===== src/rtl/vrg_pkg.sv =====
package vrg_pkg;
  typedef enum logic [1:0] {
    EW8  = 2'd0,
    EW16 = 2'd1,
    EW32 = 2'd2,
    EW64 = 2'd3
  } ew_e;
endpackage


===== src/rtl/vrg_sizer.sv =====
module vrg_sizer #(
  parameter int LEN_W   = 16,
  parameter int VLEN_LG = 7,
  parameter int G_W     = 16,
  parameter int CAP_W   = 20
) (
  input  logic [LEN_W-1:0] len,
  input  vrg_pkg::ew_e     ew,
  output logic [G_W-1:0]   gsize,
  output logic [CAP_W-1:0] cap
);
  localparam int BIT_W = LEN_W + 6;
  localparam int SUM_W = BIT_W + 1;

  logic [2:0]       sh;
  logic [BIT_W-1:0] bits;
  logic [SUM_W-1:0] rounded;
  logic [G_W-1:0]   g_raw;

  always_comb begin
    sh      = 3'd3 + {1'b0, ew};
    bits    = BIT_W'(len) << sh;
    rounded = {1'b0, bits} + SUM_W'((1 << VLEN_LG) - 1);
    g_raw   = G_W'(rounded >> VLEN_LG);
    gsize   = (g_raw == '0) ? G_W'(1) : g_raw;
    cap     = (CAP_W'(gsize) << (VLEN_LG - 3)) >> ew;
  end
endmodule


===== src/rtl/vrg_bounds.sv =====
module vrg_bounds #(
  parameter int HEAD_W    = 13,
  parameter int G_W       = 16,
  parameter int NUM_PREGS = 1024,
  parameter int T_W       = 17
) (
  input  logic [HEAD_W-1:0] head,
  input  logic [G_W-1:0]    gsize,
  output logic [T_W-1:0]    tail,
  output logic              fits
);
  always_comb begin
    tail = T_W'(head) + T_W'(gsize) - T_W'(1);
    fits = (tail < T_W'(NUM_PREGS));
  end
endmodule


===== src/rtl/vrg_status.sv =====
module vrg_status #(
  parameter int HEAD_W = 13,
  parameter int LEN_W  = 16,
  parameter int G_W    = 16,
  parameter int CAP_W  = 20,
  parameter int T_W    = 17,
  parameter int NUM_PREGS = 1024,
  parameter int RST_CAP   = 16
) (
  input  logic              clk,
  input  logic              rst,
  input  logic              commit,
  input  logic              fits,
  input  logic [HEAD_W-1:0] n_head,
  input  logic [T_W-1:0]    n_tail,
  input  logic [G_W-1:0]    n_gsize,
  input  logic [LEN_W-1:0]  n_vl,
  input  logic [CAP_W-1:0]  n_cap,
  input  vrg_pkg::ew_e      n_ew,
  output logic              done,
  output logic              err,
  output logic [HEAD_W-1:0] head,
  output logic [HEAD_W-1:0] tail,
  output logic [G_W-1:0]    gsize,
  output logic [LEN_W-1:0]  vl,
  output logic [CAP_W-1:0]  cap,
  output vrg_pkg::ew_e      ew
);
  always_ff @(posedge clk) begin
    if (rst) begin
      done  <= 1'b0;
      err   <= 1'b0;
      head  <= '0;
      tail  <= '0;
      gsize <= G_W'(1);
      vl    <= '0;
      cap   <= CAP_W'(RST_CAP);
      ew    <= vrg_pkg::EW8;
    end else begin
      done <= commit;
      if (commit) begin
        err <= ~fits;
        if (fits) begin
          head  <= n_head;
          tail  <= HEAD_W'(n_tail);
          gsize <= n_gsize;
          vl    <= n_vl;
          cap   <= n_cap;
          ew    <= n_ew;
        end
      end
    end
  end

  p_gsize_nonzero_r3: assert property (@(posedge clk) disable iff (rst)
    gsize != '0);
  p_tail_span_r4: assert property (@(posedge clk) disable iff (rst)
    T_W'(tail) == T_W'(head) + T_W'(gsize) - T_W'(1));
  p_cap_covers_r5: assert property (@(posedge clk) disable iff (rst)
    CAP_W'(vl) <= cap);
  p_tail_inside_r6: assert property (@(posedge clk) disable iff (rst)
    T_W'(tail) < T_W'(NUM_PREGS));
  p_hold_on_reject_r6: assert property (@(posedge clk) disable iff (rst)
    (done && err) |-> ($stable(head) && $stable(gsize) && $stable(vl)));
endmodule


===== src/rtl/vrg_cfg_unit.sv =====
module vrg_cfg_unit #(
  parameter int HEAD_W    = 13,
  parameter int LEN_W     = 16,
  parameter int VLEN      = 128,
  parameter int NUM_PREGS = 1024,
  localparam int VLEN_LG  = $clog2(VLEN),
  localparam int BIT_W    = LEN_W + 6,
  localparam int G_W      = BIT_W + 1 - VLEN_LG,
  localparam int CAP_W    = G_W + VLEN_LG - 3,
  localparam int T_W      = ((HEAD_W > G_W) ? HEAD_W : G_W) + 1
) (
  input  logic              clk,
  input  logic              rst,
  input  logic              req_valid,
  output logic              req_ready,
  input  logic [HEAD_W-1:0] req_head,
  input  logic [LEN_W-1:0]  req_len,
  input  logic [1:0]        req_ew,
  output logic              done,
  output logic              err,
  output logic [HEAD_W-1:0] cfg_head,
  output logic [HEAD_W-1:0] cfg_tail,
  output logic [G_W-1:0]    cfg_gsize,
  output logic [LEN_W-1:0]  cfg_vl,
  output logic [CAP_W-1:0]  cfg_cap,
  output logic [1:0]        cfg_ew
);
  import vrg_pkg::*;

  logic              pending;
  logic [HEAD_W-1:0] s_head;
  logic [LEN_W-1:0]  s_len;
  ew_e               s_ew;
  logic              accept;
  logic [G_W-1:0]    c_gsize;
  logic [CAP_W-1:0]  c_cap;
  logic [T_W-1:0]    c_tail;
  logic              c_fits;
  ew_e               st_ew;

  assign req_ready = ~pending;
  assign accept    = req_valid & req_ready;

  always_ff @(posedge clk) begin
    if (rst) begin
      pending <= 1'b0;
      s_head  <= '0;
      s_len   <= '0;
      s_ew    <= EW8;
    end else begin
      pending <= accept;
      if (accept) begin
        s_head <= req_head;
        s_len  <= req_len;
        s_ew   <= ew_e'(req_ew);
      end
    end
  end

  vrg_sizer #(.LEN_W(LEN_W), .VLEN_LG(VLEN_LG), .G_W(G_W), .CAP_W(CAP_W)) u_sizer (
    .len(s_len), .ew(s_ew), .gsize(c_gsize), .cap(c_cap)
  );

  vrg_bounds #(.HEAD_W(HEAD_W), .G_W(G_W), .NUM_PREGS(NUM_PREGS), .T_W(T_W)) u_bounds (
    .head(s_head), .gsize(c_gsize), .tail(c_tail), .fits(c_fits)
  );

  vrg_status #(.HEAD_W(HEAD_W), .LEN_W(LEN_W), .G_W(G_W), .CAP_W(CAP_W), .T_W(T_W),
               .NUM_PREGS(NUM_PREGS), .RST_CAP(VLEN / 8)) u_status (
    .clk(clk), .rst(rst), .commit(pending), .fits(c_fits),
    .n_head(s_head), .n_tail(c_tail), .n_gsize(c_gsize), .n_vl(s_len),
    .n_cap(c_cap), .n_ew(s_ew),
    .done(done), .err(err), .head(cfg_head), .tail(cfg_tail), .gsize(cfg_gsize),
    .vl(cfg_vl), .cap(cfg_cap), .ew(st_ew)
  );

  assign cfg_ew = st_ew;

  p_done_follows_r1: assert property (@(posedge clk) disable iff (rst)
    accept |=> ##1 done);
  p_busy_after_take_r1: assert property (@(posedge clk) disable iff (rst)
    accept |=> !req_ready);
  p_done_single_r1: assert property (@(posedge clk) disable iff (rst)
    done |=> !done);
endmodule


===== config.mk =====
export PLATFORM = sky130hd
export DESIGN_NAME = vrg_cfg_unit
export DESIGN_NICKNAME = d
export VERILOG_FILES = /design/src/rtl/vrg_pkg.sv /design/src/rtl/vrg_sizer.sv /design/src/rtl/vrg_bounds.sv /design/src/rtl/vrg_status.sv /design/src/rtl/vrg_cfg_unit.sv
export SDC_FILE = /design/constraint.sdc
export NUM_CORES = 1
export LEC_CHECK = 0
export BUFFER_PORTS_ARGS = -buffer_cell sky130_fd_sc_hd__clkbuf_2
export CELL_PAD_IN_SITES_DETAIL_PLACEMENT = 1
export CELL_PAD_IN_SITES_GLOBAL_PLACEMENT = 2
export CORE_MARGIN = 2
export CORE_UTILIZATION = 34
export CTS_BUF_LIST = sky130_fd_sc_hd__clkbuf_8 sky130_fd_sc_hd__clkbuf_16
export DETAILED_ROUTE_END_ITERATION = 8
export PLACE_DENSITY_LB_ADDON = 0.1
export REMOVE_ABC_BUFFERS = 1
export SLEW_MARGIN = 20
export SYNTH_ARGS = -nofsm -noshare
export SYNTH_HDL_FRONTEND = slang
export SYNTH_SLANG_ARGS = --single-unit
export TNS_END_PERCENT = 50

===== constraint.sdc =====
create_clock -name clk -period 7.7 [get_ports clk]
set_clock_uncertainty 0.15 [all_clocks]
set_input_delay 1.54 -clock clk [delete_from_list [all_inputs] [get_ports clk]]
set_output_delay 1.54 -clock clk [all_outputs]
set_load 0.03 [all_outputs]

# --- After elaboration in Yosys (flattened, before gate mapping) ---
# Cells that the tools add are included.
word_totals:
  ram_bits: 0
  elab_cells: 25
  reg_bits: 114
  memories: 0
  in_bits: 34
  rom_bits: 0
  output_inout_bits: 83
  latchBits: 0
op_classes:
  n_reduce_logical: 2
  add_sub_neg: 4
  n_mul: 0
  n_eq_ne: 0
  n_div: 0
  bitwise_logic: 3
  shifts: 2
  muxes: 1
  magnitude_cmp: 1
ops:
  columns: ["operator", "n"]
  rows:
  - ["$add 22x7->23 const B", 1]
  - ["$shl 16x3->22", 1]
  - ["$shr 20x2->20", 1]
  - ["$add 13x16->17", 1]
  - ["$lt 17x11->1 const B", 1]
  - ["$sub 17x1->17 const B", 1]
  - ["$logic_not 16->1", 1]
  - ["$mux 16", 1]
  - ["$add 2x2->3 const A", 1]
  - ["$not 1->1", 2]
  - ["$reduce_and 2->1", 1]
  - ["$and 1x1->1", 1]

# --- Depth between registers and ports, before layout ---
# Gate-level depths: netlist of run 1.
logic_depth:
  ltp_word: 9
  depth_mapped: 32
  ltp_nobuf: 25

# --- Cells and area by module ---
# A second synthesis of run 1 with hierarchy kept.
unflattened:
  hier_cells: 913
  hier_area_um2: 7920.1
modules_own_cells:
  columns: ["module", "area_each_um2", "seq_area_each_um2", "instances", "cells_each"]
  rows:
  - ["vrg_status", 3572.2, 1641.6, 1, 369]
  - ["vrg_sizer", 1769.2, 0.0, 1, 232]
  - ["vrg_cfg_unit", 1440.1, 640.6, 1, 143]
  - ["vrg_bounds", 1138.6, 0.0, 1, 169]

# --- Worst setup path before layout of run 1 ---
# Ideal clock, no wire load.
synth_timing:
  path_type: "register -> register"
  start: "reg s_ew[0]"
  end: "reg u_status.vl[10]"
  synth_period_minus_slack_ns: 6.734
  t_required_ns: 7.422
  path_stages_with_launch: 31
  setup_ns: 0.128
  arrival_time_ns: 6.457
  n_path_buf: 7
  slack_ns: 0.966
  cell_sequence: "dfxtp_1 inv_1 buf_1 clkbuf_1 ha_1 buf_6 buf_12 buf_12 mux4_2 inv_2 a2111o_1 or2_1 or4_4 a221oi_4 a31oi_1 ha_1 inv_1 ha_1 inv_1 fa_1 nor2b_1 o21ai_0 a21oi_1 o221ai_1 o31ai_1 mux2i_1 and4_1 buf_2 buf_2 mux2i_1 nor2_1"
synth_between:
  elab_chain_len: 9
synth_rtl:
  columns: ["element", "line", "rtl"]
  rows:
  - ["start: declaration", "vrg_cfg_unit.sv:33", "ew_e s_ew;"]
  - ["start signal: assignment", "vrg_cfg_unit.sv:55", "s_ew <= ew_e'(req_ew);"]
  - ["$add 2x2->3 *", "vrg_sizer.sv:21", "sh = 3'd3 + {1'b0, ew};"]
  - ["$shl 16x3->22 *", "vrg_sizer.sv:22", "bits = BIT_W'(len) << sh;"]
  - ["$add 22x7->23 *", "vrg_sizer.sv:23", "rounded = {1'b0, bits} + SUM_W'((1 << VLEN_LG) - 1);"]
  - ["$logic_not 16->1", "vrg_sizer.sv:25", "gsize = (g_raw == '0) ? G_W'(1) : g_raw;"]
  - ["$mux 16 *", "vrg_sizer.sv:25", null]
  - ["$add 13x16->17 *", "vrg_bounds.sv:13", "tail = T_W'(head) + T_W'(gsize) - T_W'(1);"]
  - ["$sub 17x1->17 *", "vrg_bounds.sv:13", null]
  - ["$lt 17x11->1 *", "vrg_bounds.sv:14", "fits = (tail < T_W'(NUM_PREGS));"]
  - ["$reduce_and 2->1 (no source line) *", null, null]
  - ["end signal: assignment", "vrg_status.sv:47", "vl <= n_vl;"]
  - ["end: declaration", "vrg_status.sv:25", "output logic [LEN_W-1:0] vl,"]
# Mark *: on every way between the ends. The rest lies on a longest branch, timed or not.
# A chain may end at the register's enable or synchronous reset.

# --- Final worst setup path of run 1 ---
layout_timing:
  start: "reg s_ew[0]"
  end: "reg u_status.vl[9]"
# Same word-level chain as after synthesis.

==> results of run 1 <==
worst paths after layout:
check / startpoint / end / slack, ns / cells past startpoint
min reg2reg: u_status.tail[5] / u_status.tail[5] / 0.30 / 2
max reg2reg: s_ew[0] / u_status.vl[9] / 0.74 / 25
min: u_status.tail[5] / u_status.tail[5] / 0.30 / 2
max: s_ew[0] / u_status.vl[9] / 0.74 / 25
state kept, by name (all words and copies together) (netlist names), 2 cells and up:
| name | flops |
|---|---|
| u_status.gsize | 16 |
| s_len | 16 |
| u_status.tail | 13 |
| u_status.head | 13 |
| u_status.ew | 2 |
| s_head | 13 |
| u_status.cap | 19 |
| s_ew | 2 |
| u_status.vl | 16 |
synthesized netlist by cell type (3+ instances only):
master	number
nand2_1	128
dfxtp_1	113
nor2_1	86
a21oi_1	80
inv_1	62
mux2i_1	56
clkbuf_1	30
ha_1	29
mux4_2	17
o21ai_0	17
xnor2_1	15
nor3_1	14
a211oi_1	11
a21o_1	11
and3_1	10
buf_2	10
mux2_2	10
nand2b_1	10
nand3_1	9
buf_1	8
nand4_1	8
nor2b_1	7
xor2_1	7
a22oi_1	5
a31oi_1	5
o22ai_1	5
a211o_1	4
a221oi_1	4
and2_1	4
buf_4	4
o221ai_1	4
a21boi_0	3
a22o_1	3
nor3b_1	3
nor4b_1	3
o211ai_1	3
o21a_1	3
o31ai_1	3
or2_1	3
or3_1	3
worst max-delay path, stage by stage (launching register included):
cell and delay (ns):
dfxtp_2 0.33, inv_1 0.05, ha_2 0.33, buf_12 0.23, mux4_2 0.38, mux2i_1 0.18
a2111o_1 0.49, or2_1 0.26, or4_4 0.54, a221oi_4 0.39, a31oi_1 0.14, ha_1 0.20
inv_1 0.05, ha_1 0.16, inv_1 0.05, fa_1 0.40, nor2b_1 0.12, o21ai_0 0.09
a21oi_1 0.21, o221ai_1 0.25, o31ai_1 0.51, mux2i_1 0.28, and4_4 0.35, buf_4 0.33
mux2i_1 0.24, nor2_1 0.05
cells by family after synthesis:
kind of cell | Yosys count | share of synthesized area
mux | 84 | 0.154
compound gates | 184 | 0.172
xor+xnor | 23 | 0.0300
flops | 113 | 0.325
buf+inv | 118 | 0.0732
other cells | 1 | 0.000538
fa+ha+maj | 30 | 0.0549
simple gates | 298 | 0.191
through the flow:
stage,hold slack [ns],worst slack (ns)
floorplan,0.293,-2.64
global placement,0.292,0.575
detailed placement,0.300,0.423
CTS,0.309,0.286
global route,0.322,0.151
finish,0.304,0.737
layout make-up:
cell class                 count  area, um^2
fill                        2448       11700
multi-input combinational    620        4220
tap                          270         338
clock inverter                13         210
inverter                      63         236
sequential                   113        2260
timing repair buffer         132         731
clock buffer                  19         453
power breakdown:
group / switching [mW] / internal, mW
clock network: 0.299 / 0.591
logic: 0.290 / 0.200
registers: 0.0168 / 0.597
total: 0.605 / 1.39
metal layers:
layer,vias to the layer above,GRT usage
li1,3148,-
met1,3155,0.246
met2,110,0.368
met3,18,0.0339
met4,0,0.0596
met5,-,0
timing repair:
item                                    CTS  global route
buffers inserted                          0             0
endpoints found under the setup margin    0            70
gates resized for setup                   0             4
==> flow_summary.yaml, run 1 <==
critical_path:
  endpoint_kind: "register"
  crit_type: "reg2reg"
  start_kind: "register"
  path_max_fanout: 44
  required_ns: 7.84
  crit_arrival_ns: 7.10
cells_and_area:
  most-common-layout-cells: "nand2_1, clkbuf_2, dfxtp_1"
  final_nets: 1011
  final_util: 0.419
  final_common_cell: "nand2_1"
  final_cells: 1230
  diodes: 0
  final_cell_area_um2: 8460
  final_layout_size_suffix_gt1_frac: 0.216
  area_delta_synth_final_pct: 21.3
drt:
  drcViolationCount: 0
  vias: 6431
  drt_first_pass_iters: 4
  drt-initial-drc-count: 179
  wire_per_inst_um: 17.5
  top_layer: "met4"
  m1WireLength_mm: 9.46
  wl_met2_mm: 11.1
  ant_nets: 0
  avgViaCountPerCell: 5.23
  wl_mm: 21.5
  route.met3.wl_um: 644
yosys:
  post_synth_num_cell_types: 72
  yosys_register_bits: 113
  avgSynthCellArea_um2: 8.19
  yosysSeqAreaShare: 0.325
  synth_top_area_frac: 0.325
  ys_warn_count: 0
  synth_flop_cell: "dfxtp_1"
  synth_edf_count: 0
  async_reset_ff_frac: 0
  synth_area_um2: 6970
  syn_inst: 851
  yosys.area.top_type: "dfxtp_1"
  synthTopCellsByArea: "dfxtp_1, mux2i_1, nand2_1"
timing:
  period_needed_ns: 6.96
  rsz0062_at_grt: "false"
  slew_headroom: 0.554
  slew_viol_final: 0
  fmax_mhz: 144
  finalCritPeriodShare: 0.904
  setup_tns_ns: 0
  tightest_slew_ns: 0.664
  hold_viol_final: 0
  setup_viol_count_final: 0
clock_tree:
  numCtsBuffers: 17
  clockRootBuffer: "clkbuf_16"
  cts_buffer_depth: 2
  clkLatencyLatePin_ns: 0.42
  cts_tree: "yes"
  htreeDepth: 4
  clock_sinks: 113
  ctsHoldBuffers: 0
  clk_pin_slew_ns: 0.06
grt:
  grt_usage: 0.203
  gr-total-overflow: 0
  antenna_found_initial: 0
  grt_pass1_vias: 6866
  grt_max_degree: 58
  grt_pass1_wl_mm: 35.4
pwr:
  power_density_nw_per_um2: 236
  power_mw: 1.99
  vdd_ir_drop_max_mv: 0.145
  p_leak_nw: 3.62
flow_run:
  max-cap-violations: 0
floorplanning:
  rows: 52
  die_x_um: 147
  core_area_um2: 20200
  ios: 117
  dieArea_um2: 21700
  fp.dieH_um: 147
  initial_core_util: 0.346
placement:
  dp_cells: 1198
  gp_congestion: 0.861
  port_buffers: 115
  hpwlAfterDp_mm: 15.4
  placed_area_um2: 7770
status:
  status: "complete, no violations"
min_path:
  hold_path.class: "reg2reg"
Note: power is estimated with default switching activity, not from simulation.
==> inputs of run 2 (changes only) <==
--- a/config.mk
+++ b/config.mk
@@ -5,11 +5,12 @@
 export SDC_FILE = /design/constraint.sdc
 export NUM_CORES = 1
 export LEC_CHECK = 0
+export ABC_AREA = 1
 export BUFFER_PORTS_ARGS = -buffer_cell sky130_fd_sc_hd__clkbuf_2
 export CELL_PAD_IN_SITES_DETAIL_PLACEMENT = 1
 export CELL_PAD_IN_SITES_GLOBAL_PLACEMENT = 2
 export CORE_MARGIN = 2
-export CORE_UTILIZATION = 34
+export CORE_UTILIZATION = 31
 export CTS_BUF_LIST = sky130_fd_sc_hd__clkbuf_8 sky130_fd_sc_hd__clkbuf_16
 export DETAILED_ROUTE_END_ITERATION = 8
 export PLACE_DENSITY_LB_ADDON = 0.1
==> run 2 against run 1 <==
Against the previous run:
- die area grew 2.9%
- combinational power rose by 45%
- global-route usage shrank 0.75 points
- sequential power grew 0.8%
- critical path depth is 14 higher
- largest power group unchanged
- wire length decreased by 2.9%
- synthesized area shrank 6.1%
- sequential share of layout area increased by 1.9 points
- fmax up 10%
==> flow_summary.yaml, run 2 <==
yosys:
  yosys.area_share.simple: 0.302
  yosys_register_bits: 113
  avgSynthCellArea_um2: 6.65
  post_synth_num_cell_types: 43
  synth_top_family_by_area: "simple AND/OR/NAND/NOR gates"
  synth_top_area_frac: 0.346
  synth_common_cells: "nand2_1, nor2_1, dfxtp_1, nand3_1, inv_1"
  synth_flop_cell: "dfxtp_1"
  synthTopCellsByArea: "dfxtp_1, nand2_1, nor2_1"
  synth_edf_count: 0
  synthMuxAreaShare: 0
  synth_area_um2: 6550
  yosysSeqAreaShare: 0.346
  synth_compound_area_frac: 0.171
  yosys.cell_count.top_type: "nand2_1"
  yosys.area.top_type: "dfxtp_1"
  async_reset_ff_frac: 0
  synth_xor_area_frac: 0.0174
  synthAdderAreaFrac: 0.0585
  syn_inst: 984
  ys_warn_count: 0
cells_and_area:
  most-common-layout-cells: "nand2_1, nor2_1, clkbuf_2"
  largest_reg_flops: 19
  final_layout_size_suffix_gt1_frac: 0.171
  final_common_cell: "nand2_1"
  final_nets: 1141
  regMostFlops: "u_status.cap"
  area_delta_synth_final_pct: 20.7
  diodes: 0
drt:
  wire_per_inst_um: 15.3
  drt_first_pass_iters: 4
  avgViaCountPerCell: 4.83
  drt-initial-drc-count: 170
  wl_mm: 20.8
  drcViolationCount: 0
  ant_nets: 0
  vias: 6596
critical_path:
  r2r_slack_ns: 1.39
  r2r-end: "u_status.cap[14]"
  worst_r2r_startpoint: "s_ew[0]"
  crit_slowest_cell: "fa_1"
  crit_arrival_ns: 6.47
  worst-r2r-cell-count: 39
  slowest_delay_ns: 0.40
  endpoint_kind: "register"
  start_kind: "register"
  required_ns: 7.87
  crit_type: "reg2reg"
  crit_end: "u_status.cap[14]"
  critPathMostFrequentCell: "nand2_1"
  crit_start: "s_ew[0]"
  path_max_fanout: 50
timing:
  fmax_mhz: 159
  setup_tns_ns: 0
  worst_slack_ns: 1.39
  rsz0062_at_grt: "false"
  tightest_slew_ns: 0.825
  finalCritPeriodShare: 0.819
  period_needed_ns: 6.31
  slew_viol_final: 0
  hold_viol_final: 0
  setup_viol_count_final: 0
  slew_headroom: 0.450
  whs_ns: 0.286
grt:
  grt_pass1_vias: 6788
  gr-total-overflow: 0
  antenna_found_initial: 0
  grt_max_degree: 92
  grt_pass1_wl_mm: 34.3
  grt_usage: 0.195
pwr:
  p_leak_nw: 3.82
  power_density_nw_per_um2: 275
  vdd_ir_drop_max_mv: 0.147
floorplanning:
  die_x_um: 149
  rows: 53
  initial_core_util: 0.313
  fp.dieH_um: 149
  ios: 117
  dieArea_um2: 22300
  core_area_um2: 20900
clock_tree:
  clkLatencyLatePin_ns: 0.43
  cts_buffer_depth: 2
  clockRootBuffer: "clkbuf_16"
  cts_tree: "yes"
  ctsResizeCount: 0
  htreeDepth: 4
  numCtsBuffers: 17
  clock_sinks: 113
  clk_pin_slew_ns: 0.06
  ctsHoldBuffers: 0
  cts_setup_buffers: 0
status:
  status: "complete, no violations"
flow_run:
  max-cap-violations: 0
placement:
  hpwlAfterDp_mm: 15.4
  pre_cts_ws_ns: 1.35
  port_buffers: 115
  gp_congestion: 0.825
min_path:
  hold_path.class: "reg2reg"
## run 2: changes by cell type in the layout (fill, tap and decap cells not counted), moves of 17 or more
cell | previous run | this run
o21ai_1 | 1 | 27
nand2_1 | 128 | 214
nand3_1 | 9 | 92
mux4_2 | 17 | 0
mux2i_1 | 56 | 0
inv_1 | 63 | 92
nor2_1 | 86 | 127
o21ai_0 | 17 | 84
## run 2: layer usage
| metal | wire (um) | global-route usage | up-vias |
|---|---|---|---|
| met5 | 0 | 0 | - |
| met4 | 213 | 0.0514 | 0 |
| met3 | 589 | 0.0379 | 17 |
| met2 | 10400 | 0.344 | 83 |
| met1 | 9640 | 0.244 | 3101 |
| li1 | - | - | 3395 |
## run 2: critical path: cells and delay by family, from the launching register on
kind / cells / cell delay [ns]
AOI/OAI and AO/OA: 5 / 0.85
xor gates and xnor gates: 1 / 0.11
adders and majority gates: 4 / 1.13
buffers and inverters: 10 / 1.11
DFF: 1 / 0.37
and+or+nand+nor: 19 / 2.37
## run 2: power by group
| group | internal [mW] | switching, mW | total [mW] |
|---|---|---|---|
| clock | 0.548 | 0.298 | 0.846 |
| sequential | 0.605 | 0.0126 | 0.618 |
| combinational | 0.230 | 0.480 | 0.711 |
## run 2: logic make-up (layout without fill, tap and decap cells)
| group | count (synthesis) | after routing |
|---|---|---|
| buffers and inverters | 153 | 259 |
| adders and majority gates | 30 | 30 |
| xor gates and xnor gates | 13 | 13 |
| AOI/OAI and AO/OA | 207 | 207 |
| and+or+nand+nor | 467 | 467 |
| DFF | 113 | 113 |
| other | 1 | 1 |
## run 2: through the flow
step                      instance area [um^2]  power (mW)  cells   util
after global placement                    7270        1.35   1333  0.348
after floorplan                           6240        1.14    932      -
after detailed placement                  7270        1.35   1333  0.348
final                                     7900        2.17   1365  0.378
after global routing                      7900        2.33   1365  0.378
after CTS                                 7900        2.21   1365  0.378
## run 2: how the worst min path moves through the flow
| stage | end | cells past startpoint | start | slack [ns] |
|---|---|---|---|---|
| after floorplan | u_status.head[0] | 2 | s_head[0] | 0.31 |
| after global placement | u_status.tail[12] | 2 | u_status.tail[12] | 0.28 |
| after detailed placement | u_status.tail[12] | 2 | u_status.tail[12] | 0.28 |
| after CTS | u_status.tail[12] | 2 | u_status.tail[12] | 0.29 |
| after global routing | u_status.tail[12] | 2 | u_status.tail[12] | 0.32 |
| final | u_status.tail[12] | 2 | u_status.tail[12] | 0.29 |
## run 2: cell type report
class                           instances  area (um^2)
Multi-Input combinational cell        718         3600
Inverter                              101          385
Tap cell                              275          344
Clock buffer                           18          439
Clock inverter                         14          189
Sequential cell                       113         2260
Timing Repair Buffer                  126          683
Fill cell                            2743        13000
